`src/rtl/synth_loader_pkg.sv`:
```
package synth_loader_pkg;
  localparam int N_W = 7;
  localparam int M_W = 7;
  localparam int V_W = 1;
  localparam int X_W = 2;
  localparam int R_W = 2;
  localparam int TRL_W = 5;
  localparam logic [TRL_W-1:0] TRAILER = 5'h17;
  localparam int WORD_W = N_W + M_W + V_W + X_W + R_W + TRL_W;
  localparam int BIT_CNT_W = $clog2(WORD_W);

  typedef enum logic [2:0] {
    ST_IDLE,
    ST_SEL,
    ST_LO,
    ST_HI,
    ST_TAIL
  } ld_state_e;

  function automatic logic [WORD_W-1:0] pack_word(
    input logic [N_W-1:0] n, input logic [M_W-1:0] m, input logic [V_W-1:0] v,
    input logic [X_W-1:0] x, input logic [R_W-1:0] r);
    return {TRAILER, r, x, v, m, n};
  endfunction
endpackage

```
`src/rtl/phase_timer.sv`:
```
module phase_timer #(
  parameter int PHASE_CYC = 4
) (
  input  logic clk_i,
  input  logic rst_ni,
  input  logic clr_i,
  output logic tick_o
);
  localparam int CNT_W = (PHASE_CYC > 1) ? $clog2(PHASE_CYC) : 1;
  localparam logic [CNT_W-1:0] LAST = CNT_W'(PHASE_CYC - 1);

  logic [CNT_W-1:0] cnt_q;

  assign tick_o = !clr_i && (cnt_q == LAST);

  always_ff @(posedge clk_i or negedge rst_ni) begin
    if (!rst_ni)                 cnt_q <= '0;
    else if (clr_i || cnt_q == LAST) cnt_q <= '0;
    else                         cnt_q <= cnt_q + 1'b1;
  end


  cnt_range_chk: assert property (@(posedge clk_i) disable iff (!rst_ni)
    cnt_q <= LAST);
endmodule

```
`src/rtl/word_shifter.sv`:
```
module word_shifter #(
  parameter int WORD_W = 24
) (
  input  logic              clk_i,
  input  logic              rst_ni,
  input  logic              load_i,
  input  logic [WORD_W-1:0] word_i,
  input  logic              shift_i,
  output logic              bit_o
);
  logic [WORD_W-1:0] sh_q;

  assign bit_o = sh_q[0];

  always_ff @(posedge clk_i or negedge rst_ni) begin
    if (!rst_ni)      sh_q <= '0;
    else if (load_i)  sh_q <= word_i;
    else if (shift_i) sh_q <= {1'b0, sh_q[WORD_W-1:1]};
  end
endmodule

```
`src/rtl/synth_loader.sv`:
```
module synth_loader
  import synth_loader_pkg::*;
#(
  parameter int PHASE_CYC = 4
) (
  input  logic           clk_i,
  input  logic           rst_ni,
  input  logic           start_i,
  input  logic [N_W-1:0] n_i,
  input  logic [M_W-1:0] m_i,
  input  logic [V_W-1:0] v_i,
  input  logic [X_W-1:0] x_i,
  input  logic [R_W-1:0] r_i,
  output logic           busy_o,
  output logic           done_o,
  output logic           sdata_o,
  output logic           sclk_o,
  output logic           sel_o,
  output logic           oe_o
);
  localparam logic [BIT_CNT_W-1:0] LAST_BIT = BIT_CNT_W'(WORD_W - 1);

  ld_state_e            state_q, state_d;
  logic [BIT_CNT_W-1:0] bit_q;
  logic                 tick, load, shift, cur_bit, done_q;

  assign load  = (state_q == ST_IDLE) && start_i;
  assign shift = (state_q == ST_HI) && tick && (bit_q != LAST_BIT);

  phase_timer #(.PHASE_CYC(PHASE_CYC)) u_timer (
    .clk_i  (clk_i),
    .rst_ni (rst_ni),
    .clr_i  (state_q == ST_IDLE),
    .tick_o (tick)
  );

  word_shifter #(.WORD_W(WORD_W)) u_shift (
    .clk_i   (clk_i),
    .rst_ni  (rst_ni),
    .load_i  (load),
    .word_i  (pack_word(n_i, m_i, v_i, x_i, r_i)),
    .shift_i (shift),
    .bit_o   (cur_bit)
  );

  always_comb begin
    state_d = state_q;
    unique case (state_q)
      ST_IDLE: if (start_i) state_d = ST_SEL;
      ST_SEL:  if (tick)    state_d = ST_LO;
      ST_LO:   if (tick)    state_d = ST_HI;
      ST_HI:   if (tick)    state_d = (bit_q == LAST_BIT) ? ST_TAIL : ST_LO;
      ST_TAIL: if (tick)    state_d = ST_IDLE;
      default:              state_d = ST_IDLE;
    endcase
  end

  always_ff @(posedge clk_i or negedge rst_ni) begin
    if (!rst_ni) begin
      state_q <= ST_IDLE;
      bit_q   <= '0;
      done_q  <= 1'b0;
    end else begin
      state_q <= state_d;
      done_q  <= (state_q == ST_TAIL) && tick;
      if (load)       bit_q <= '0;
      else if (shift) bit_q <= bit_q + 1'b1;
    end
  end

  assign busy_o  = (state_q != ST_IDLE);
  assign oe_o    = busy_o;
  assign done_o  = done_q;
  assign sel_o   = (state_q == ST_SEL);
  assign sclk_o  = (state_q == ST_HI);
  assign sdata_o = ((state_q == ST_LO) || (state_q == ST_HI)) && cur_bit;


  idle_quiet_chk: assert property (@(posedge clk_i) disable iff (!rst_ni)
    !oe_o |-> !(sclk_o || sel_o || sdata_o));

  sel_sclk_excl_chk: assert property (@(posedge clk_i) disable iff (!rst_ni)
    !(sel_o && sclk_o));

  data_hold_chk: assert property (@(posedge clk_i) disable iff (!rst_ni)
    sclk_o |=> (!sclk_o || $stable(sdata_o)));

  done_pulse_chk: assert property (@(posedge clk_i) disable iff (!rst_ni)
    done_o |=> !done_o);

  busy_end_chk: assert property (@(posedge clk_i) disable iff (!rst_ni)
    $fell(busy_o) |-> done_o);

  no_restart_chk: assert property (@(posedge clk_i) disable iff (!rst_ni)
    (busy_o && start_i && !sel_o) |=> !sel_o);

  bit_range_chk: assert property (@(posedge clk_i) disable iff (!rst_ni)
    bit_q <= LAST_BIT);
endmodule

```
`config.mk`:
```
export PLATFORM = sky130hd
export DESIGN_NAME = synth_loader
export DESIGN_NICKNAME = d
export VERILOG_FILES = /design/src/rtl/synth_loader_pkg.sv /design/src/rtl/phase_timer.sv /design/src/rtl/word_shifter.sv /design/src/rtl/synth_loader.sv
export SDC_FILE = /design/constraint.sdc
export NUM_CORES = 1
export LEC_CHECK = 0
export ABC_AREA = 1
export BUFFER_PORTS_ARGS = -buffer_cell sky130_fd_sc_hd__buf_2
export CAP_MARGIN = 25
export CORE_UTILIZATION = 51
export CTS_CLUSTER_SIZE = 25
export DETAILED_ROUTE_END_ITERATION = 7
export MAX_ROUTING_LAYER = met4
export PLACE_DENSITY = 0.85
export REMOVE_ABC_BUFFERS = 1
export SLEW_MARGIN = 20
export SYNTH_ARGS = -nofsm -noshare
export SYNTH_HDL_FRONTEND = slang
export SYNTH_SLANG_ARGS = --single-unit
```
`constraint.sdc`:
```
create_clock -name clk_i -period 1.5 [get_ports clk_i]
set_input_delay 0.075 -clock clk_i [delete_from_list [all_inputs] [get_ports clk_i]]
set_output_delay 0.075 -clock clk_i [all_outputs]
set_load 0.01 [all_outputs]
```
---- Yosys cells after proc, flatten, opt, wreduce, memory -nomap -nowiden ----
Index checks and enable logic that the tools add are counted.
storage, ports and cells
  flip-flop bits (word level) ............. 35
  bits of input ports ..................... 22
  output and inout port bits .............. 6
  word-level logic and storage cells ...... 44
operators by class
  add/subtract/negate cells ............... 2
  eq/ne operators ......................... 12
  mux-type cells .......................... 12
  reduce and logical (&&, ||, !) cells .... 13
operators by type and width
  operator                                                                 number
  24-bit two-way mux                                                       2
  3-bit two-way mux                                                        6
  3-bit one-hot mux with 5 select lines                                    1
  5-bit two-way mux                                                        2
  3-bit by 2-bit == test with 1-bit output, second input constant          2
  1-bit logical AND                                                        6
  2-bit inequality test, second input constant                             3
  5-bit by 1-bit adder with 5-bit output, second input constant            1
  5-bit == test, second input constant                                     1
  5-bit inequality test, second input constant                             1
  5-bit AND reduction                                                      1
  2-bit by 1-bit inequality test with 1-bit output, second input constant  2
  3-bit by 1-bit == test with 1-bit output, second input constant          1
  3-bit == test, second input constant                                     1
  3-bit zero test                                                          1
  3-bit nonzero test                                                       1
  2-bit by 1-bit adder with 2-bit output, second input constant            1
  2-bit == test, second input constant                                     1
  1-bit logical OR                                                         2
  2-bit two-way mux                                                        1
  2-bit nonzero test                                                       1
  1-bit zero test                                                          1

---- Depth between registers and ports, before layout ----
Gate-level depths: netlist (run 1).
  word-level depth ........................ 7
  mapped depth ............................ 9
  gate-level depth less buffers ........... 7

---- Cells and area by module ----
Synthesis (run 1) repeated with hierarchy kept, for this count alone.
unflattened totals
  cell total of the unflattened synthesis .. 221
  area, all modules ....................... 1778.0 µm²
modules (own cells, without submodules)
  module        times used  cells each  area an instance (µm²)  seq. area each (µm²)
  word_shifter  1           130         1108.6                  600.6
  synth_loader  1           81          580.6                   225.2
  phase_timer   1           10          88.8                    50.0

---- Worst setup path before layout (run 1) ----
Ideal clock, no wire load.
  path type ............................... reg-to-reg
  start point ............................. reg bit_q[0]
  end point ............................... reg u_shift.sh_q[10]
  library setup time ...................... 0.116 ns
  arrival ................................. 1.256 ns
  data required time ...................... 1.384 ns
  setup slack ............................. 0.127 ns
  cell stages (with the launch flop) ...... 10
  path buffers ............................ 2
  period minus slack after synthesis ...... 1.373 ns
  cells stage by stage .................... dfrtp_1 ha_1 nand2_1 nor2_4 inv_2 nand2_2 buf_6 buf_6 nand3_1 nand2_1
between the ends
  cells in the longest elaborated chain, start to end .. 3
ends and longest elaborated chain
  element                       RTL line            text
  from (decl)                   synth_loader.sv:24  logic [BIT_CNT_W-1:0] bit_q;
  from (signal assigned)        synth_loader.sv:67  else if (shift) bit_q <= bit_q + 1'b1;
  5-bit inequality test         synth_loader.sv:28  assign shift = (state_q == ST_HI) && tick && (bit_q != LAST_BIT);
  1-bit logical AND             synth_loader.sv:28
  2-bit nonzero test (no line)  -
  to (signal assigned)          word_shifter.sv:17  else if (load_i) sh_q <= word_i;
  to (signal assigned)          word_shifter.sv:18  else if (shift_i) sh_q <= {1'b0, sh_q[WORD_W-1:1]};
  to (decl)                     word_shifter.sv:11  logic [WORD_W-1:0] sh_q;
Every way passes these cells.
A chain may end at the register's enable or synchronous reset.

---- Worst setup path after layout (run 1) ----
  start point ............................. reg state_q[2]
  end point ............................... out sdata_o
between the ends
  cells in the longest elaborated chain, start to end .. 3
  elaborated cells between the ends (all ways) .. 4
  classes of those cells .................. eq/ne: 2; reduce/logical: 2
ends and longest elaborated chain
  element                                   RTL line            text
  from (decl)                               synth_loader.sv:23  ld_state_e state_q, state_d;
  from (signal assigned)                    synth_loader.sv:64  state_q <= state_d;
  3-bit by 2-bit == test with 1-bit output  synth_loader.sv:76  assign sdata_o = ((state_q == ST_LO) || (state_q == ST_HI)) && cur_bit;
  1-bit logical OR (*)                      synth_loader.sv:76
  1-bit logical AND (*)                     synth_loader.sv:76
  to (decl)                                 synth_loader.sv:16  output logic sdata_o,
Mark *: on every way between the ends. The rest lies on a longest branch, timed or not.

==> impl_metrics.json, run 1 <==
{
  "fillCellCount": 301,
  "synth-edff-count": 0,
  "die-area_sq_um": 3990,
  "endpoint_kind": "output port",
  "cts.path.max_buffers": 2,
  "port_buffers": 27,
  "num_vias": 1758,
  "crit_type": "flop to output port",
  "synthSimpleGateAreaFrac_pct": 43.7,
  "r2r_start": "bit_q[0]",
  "detail_route.first_pass.iterations": 4,
  "synth_area_sq_um": 1910,
  "timing.rr.end": "u_shift.sh_q[2]",
  "clock-root-buffer": "clkbuf_8",
  "worstSkewPairLatency_ns": 0.29,
  "dr.first_iter.drc_count": 100,
  "io_pins": 28,
  "synthCells": 254,
  "grt_first_pass_wirelength_microns": 6820,
  "finalSetupViolCount": 0,
  "status": "completed",
  "ys.flop_type": "dfrtp_1",
  "drive_above_1_share_pct": 20.8,
  "startpoint_type": "flop",
  "chipHeight_microns": 63.2,
  "stdcell_area_sq_um": 2290,
  "ys_types": 25,
  "multiInputGateArea_sq_um": 891,
  "synth_compound_area_share_pct": 0.525,
  "slew_headroom_pct": 79.8,
  "synth_area_leaders": "dfrtp_1, nand2_1, nand3_1, nand4_1, buf_2",
  "slew_violations": 0,
  "cts_buffers": 5,
  "routed_wl_microns": 3930,
  "gp_congestion": 0.844,
  "synth_top_family_by_area": "simple AND/OR/NAND/NOR gates",
  "hold_class": "primary input to flop",
  "yosysWarnings": 0,
  "avgSynthCellArea_sq_um": 7.51,
  "worstMarginPinSlew_ns": 0.302,
  "leakagePower_nw": 1.28,
  "seq_area_sq_um": 876,
  "cap_violations": 0,
  "synthArstFlopShare_pct": 100,
  "ys_ff_latch": 35,
  "fmax_ghz": 0.702,
  "clkTransAtPathRegs_ns": 0.07,
  "tritoncts": "built",
  "endpoint": "sdata_o",
  "period_share_pct": 94.9,
  "die_w_microns": 63.2,
  "antenna_found_initial": 0,
  "grt_pass1_vias": 1535,
  "fin_util_pct": 66.0,
  "ys_seq_area_share_pct": 45.9,
  "wl_per_cell_microns": 11.8,
  "numClockSinks": 35,
  "hold_viol": 0,
  "h-tree-depth": 2,
  "std_cell_rows": 21,
  "ant_nets": 0,
  "yosysTopAreaCellShare_pct": 45.9,
  "p_per_area_nw_per_um2": 1680,
  "n_antenna_cell": 0,
  "area_delta_synth_final_pct": 20.0,
  "cp_max_fo": 12,
  "final_nets": 311,
  "required_ns": 1.42,
  "synth-adder-area-share_pct": 1.31,
  "irDropWorstVdd_uv": 924,
  "crit_arrival_ns": 1.35,
  "synthMuxAreaShare_pct": 0,
  "hpwlAfterDp_microns": 2570,
  "start_util_pct": 55.0,
  "drc": 0,
  "grt.overflow.total": 0,
  "synth_xor_area_share_pct": 0.459,
  "skew_ns": 0.00573,
  "synth.largest_area_cell": "dfrtp_1",
  "ff2ff_setup_slack_ns": 0.12,
  "cp-startpoint": "state_q[2]",
  "min_period_ns": 1.42,
  "track_usage_pct": 22.7,
  "core_area_sq_um": 3470,
  "ff2ff_path_depth": 7,
  "viasPerCell": 5.26,
  "dpl_cell_area_sq_um": 2130,
  "grt_max_degree": 45
}
-- critical path: stages, from the launching register on --
cell and delay, ns:
dfrtp_1 0.43, inv_2 0.14, buf_4 0.20, and3_1 0.17, buf_2 0.13
-- flip-flops by register name (all words and copies together) (netlist names) --
name / cells
u_shift.sh_q: 24
u_timer.cnt_q: 2
bit_q: 5
done_o: 1
state_q: 3
-- power by group --
part | internal (mW) | switching [mW]
registers | 1.26 | 0.187
clock network | 0.538 | 0.347
logic | 0.615 | 0.912
-- synthesized netlist by cell type, types with 2 or more instances --
| cell type | number |
|---|---|
| nand4_1 | 21 |
| inv_1 | 9 |
| dfrtp_1 | 35 |
| buf_2 | 9 |
| nor3_1 | 2 |
| inv_2 | 2 |
| nor2_4 | 2 |
| buf_4 | 4 |
| nand2_1 | 110 |
| buf_1 | 2 |
| nor2_1 | 5 |
| nand3_1 | 38 |
| ha_1 | 2 |
| buf_6 | 2 |
-- logic make-up after synthesis --
family                   after synthesis
buffers and inverters                 30
AND/OR/NAND/NOR                      184
XOR/XNOR                               1
AO/OA/AOI/OAI                          2
flip-flops                            35
adder cells (fa/ha/maj)                2
-- worst min path at each step --
| stage | startpoint | endpoint | slack, ns | cells past startpoint |
|---|---|---|---|---|
| after floorplan | rst_ni | bit_q[0] | -0.22 | 0 |
| after global placement | rst_ni | bit_q[3] | 0.05 | 2 |
| after detailed placement | rst_ni | bit_q[3] | 0.05 | 2 |
| after CTS | m_i[0] | u_shift.sh_q[7] | 0.12 | 5 |
| after global routing | m_i[0] | u_shift.sh_q[7] | 0.15 | 5 |
| final | m_i[0] | u_shift.sh_q[7] | 0.12 | 5 |
-- cell type report --
cell class / count / share of cell area, %
multi-input cells: 189 / 38.9
flip-flops and latches: 35 / 38.3
repair buffers: 44 / 13.2
clock buffers: 6 / 3.61
well taps: 46 / 2.51
inverters: 12 / 1.97
clock inverters: 2 / 1.53
-- placed cells by master, fill, tap and decap left out, types with 2 or more instances in the layout --
cell,n
nand2_1,110
nand3_1,38
dfrtp_1,35
buf_2,27
nand4_1,21
buf_4,13
inv_1,9
clkbuf_8,6
nor2_1,5
buf_12,3
nor3_1,2
nor2_4,2
inv_2,2
-- repair_timing --
item / in CTS / in global routing
endpoints found under the setup margin: 0 / 30
endpoints found under the hold margin: 35 / 0
buffers inserted: 0 / 3
hold buffers: 1 / 0
resized for setup: 0 / 2
-- metal layers --
layer	GRT usage (%)	wire (microns)	vias to the layer above
met2	34.9	1910	43
met5	-	0	-
met3	5.43	184	5
li1	-	-	892
met4	9.30	57	0
met1	28.7	1780	818
-- through the flow --
step / cells / setup slack [ns] / hold slack [ns] / power, mW / setup TNS, ns
finish: 334 / 0.0759 / 0.122 / 3.86 / 0
global placement: 322 / 0.107 / 0.0494 / 2.88 / 0
global route: 334 / -0.0118 / 0.149 / 4.18 / -0.0271
detailed placement: 322 / 0.0407 / 0.0496 / 2.93 / 0
CTS: 331 / 0.0185 / 0.117 / 3.84 / 0
floorplan: 236 / -0.942 / -0.221 / 2.40 / -22.96
Note: power is estimated with default switching activity, not from simulation.
==> run 2, diff against run 1 <==
CORE_UTILIZATION = 55   (was 51)
PLACE_DENSITY = 0.87   (was 0.85)
clock period = 1.7 ns   (was 1.5 ns; I/O delays follow)
==> run 2 against run 1 <==
Against the previous run:
- clock power shrank 55%
- hold slack lost 0.025 ns
- critical path depth increased by 4
- combinational power decreased by 14%
- non-clock buffer count shrank 7
- design area down 6.2%
- sequential share of layout area rose by 2.5 points
- clock-buffer cell count unchanged
- flip-flop and latch count unchanged
- wire length down 2.9%
- via count shrank 2.3%
- power decreased by 23%
- critical path type is now flop to flop
- largest power group unchanged
==> impl_metrics.json, run 2 (synthesized netlist as in run 1, its figures left out) <==
{
  "status": "completed",
  "cp-startpoint": "bit_q[1]",
  "antenna_found_initial": 0,
  "die_w_microns": 60.9,
  "viasPerCell": 5.29,
  "fin_util_pct": 64.4,
  "area_delta_synth_final_pct": 12.6,
  "crit_arrival_ns": 1.78,
  "clkTransAtPathRegs_ns": 0.10,
  "fmax_ghz": 0.658,
  "startpoint_type": "flop",
  "num_vias": 1718,
  "leakagePower_nw": 1.21,
  "max_flop_register": "u_shift.sh_q",
  "io_pins": 28,
  "slew_headroom_pct": 48.4,
  "finalSetupViolCount": 0,
  "core_area_sq_um": 3340,
  "clock-root-buffer": "clkbuf_4",
  "rsz0062_at_grt": "no",
  "whs_ns": 0.0971,
  "p_total_mw": 2.97,
  "skew_ns": 0.00852,
  "worstMarginPinSlew_ns": 0.774,
  "period_share_pct": 89.5,
  "cts_buffers": 5,
  "hpwlAfterDp_microns": 2560,
  "track_usage_pct": 24.1,
  "hold_class": "primary input to flop",
  "final_common_cell": "nand2_1",
  "grt_first_pass_wirelength_microns": 6240,
  "worstSkewPairLatency_ns": 0.32,
  "crit_type": "flop to flop",
  "layout_common_cells": "nand2_1, nand3_1, dfrtp_1",
  "drive_above_1_share_pct": 17.6,
  "grt_pass1_vias": 1436,
  "h-tree-depth": 2,
  "largest_register_ffs": 24,
  "stdcell_area_sq_um": 2150,
  "p_per_area_nw_per_um2": 1380,
  "gp_congestion": 0.818,
  "fin_cells": 325,
  "setup_tns_ns": 0,
  "max_stage_delay_ns": 0.41,
  "wl_per_cell_microns": 11.7,
  "numClockSinks": 35,
  "dpl_cell_area_sq_um": 2100,
  "n_antenna_cell": 0,
  "port_buffers": 27,
  "required_ns": 1.96,
  "routed_wl_microns": 3820,
  "fillCellCount": 309,
  "final_nets": 304,
  "place_ws_ns": 0.197,
  "std_cell_rows": 21,
  "crit_buf_inv": 2,
  "grt_max_degree": 43,
  "cts.path.max_buffers": 2,
  "slew_violations": 0,
  "drc": 0,
  "tritoncts": "built",
  "endpoint_kind": "flop",
  "min_period_ns": 1.52,
  "dp.cells": 318,
  "path_delay_family": "simple AND/OR/NAND/NOR gates",
  "cp_common_cell": "nand2_1",
  "dr.first_iter.drc_count": 63,
  "hold_viol": 0,
  "ant_nets": 0,
  "chipHeight_microns": 60.9,
  "irDropWorstVdd_uv": 714,
  "cap_violations": 0,
  "crit_chain": "ha_1 -> nand2_1 -> nor2_4 -> inv_2 -> nand2_2 -> buf_12 -> nand3_1 -> nand2_1",
  "timing.final.ws_setup_ns": 0.179,
  "detail_route.first_pass.iterations": 4,
  "grt.overflow.total": 0,
  "die-area_sq_um": 3710,
  "slowest_stage": "dfrtp_1",
  "r2r_start": "bit_q[1]",
  "start_util_pct": 57.2,
  "cp_max_fo": 28,
  "reg_top3": "u_shift.sh_q (24), bit_q (5), state_q (3)",
  "holdCritStartpoint": "m_i[3]"
}
## run 2: routing by layer
layer,track usage [%],wire (microns),vias up,part of all wire (%)
li1,-,-,884,-
met1,30.9,1750,793,46
met2,38.0,1920,39,50
met3,6.40,127,2,3.3
met4,6.82,19,0,0.50
met5,-,0,-,0
## run 2: power breakdown
group	switching (mW)	total (mW)	leakage [nW]	internal, mW
registers	0.159	1.27	0.447	1.11
clock network	0.250	0.397	0.0242	0.147
logic	0.785	1.31	0.736	0.522
## run 2: worst paths after layout
check	to	slack, ns	cells after the start
max	u_shift.sh_q[2]	0.18	8
min	u_shift.sh_q[10]	0.1	5
max reg2reg	u_shift.sh_q[2]	0.18	8
min reg2reg	u_timer.cnt_q[0]	0.43	1
max in group asynchronous	u_shift.sh_q[10]	0.84	2
min in group asynchronous	done_o	0.36	2
## run 2: tightest hold or removal path: stages
cell	delay, ns
buf_2	0.07
nand4_1	0.07
nand2_1	0.07
nand2_1	0.04
nand2_1	0.04
## run 2: final cells by class
| cell class | count | area, sq um | area share, % |
|---|---|---|---|
| multi-input combinational | 189 | 878 | 40.9 |
| clock buffer | 6 | 41.3 | 1.92 |
| tap | 46 | 57.6 | 2.68 |
| timing repair buffer | 37 | 250 | 11.6 |
| inverter | 12 | 45.0 | 2.10 |
| sequential | 35 | 876 | 40.8 |
## run 2: timing repair
| action | CTS | global route |
|---|---|---|
| resized for setup | 0 | 0 |
| setup buffers | 0 | 0 |
| hold buffers | 1 | 0 |
| endpoints found under the hold margin | 35 | 0 |
| setup endpoints to repair | 0 | 0 |
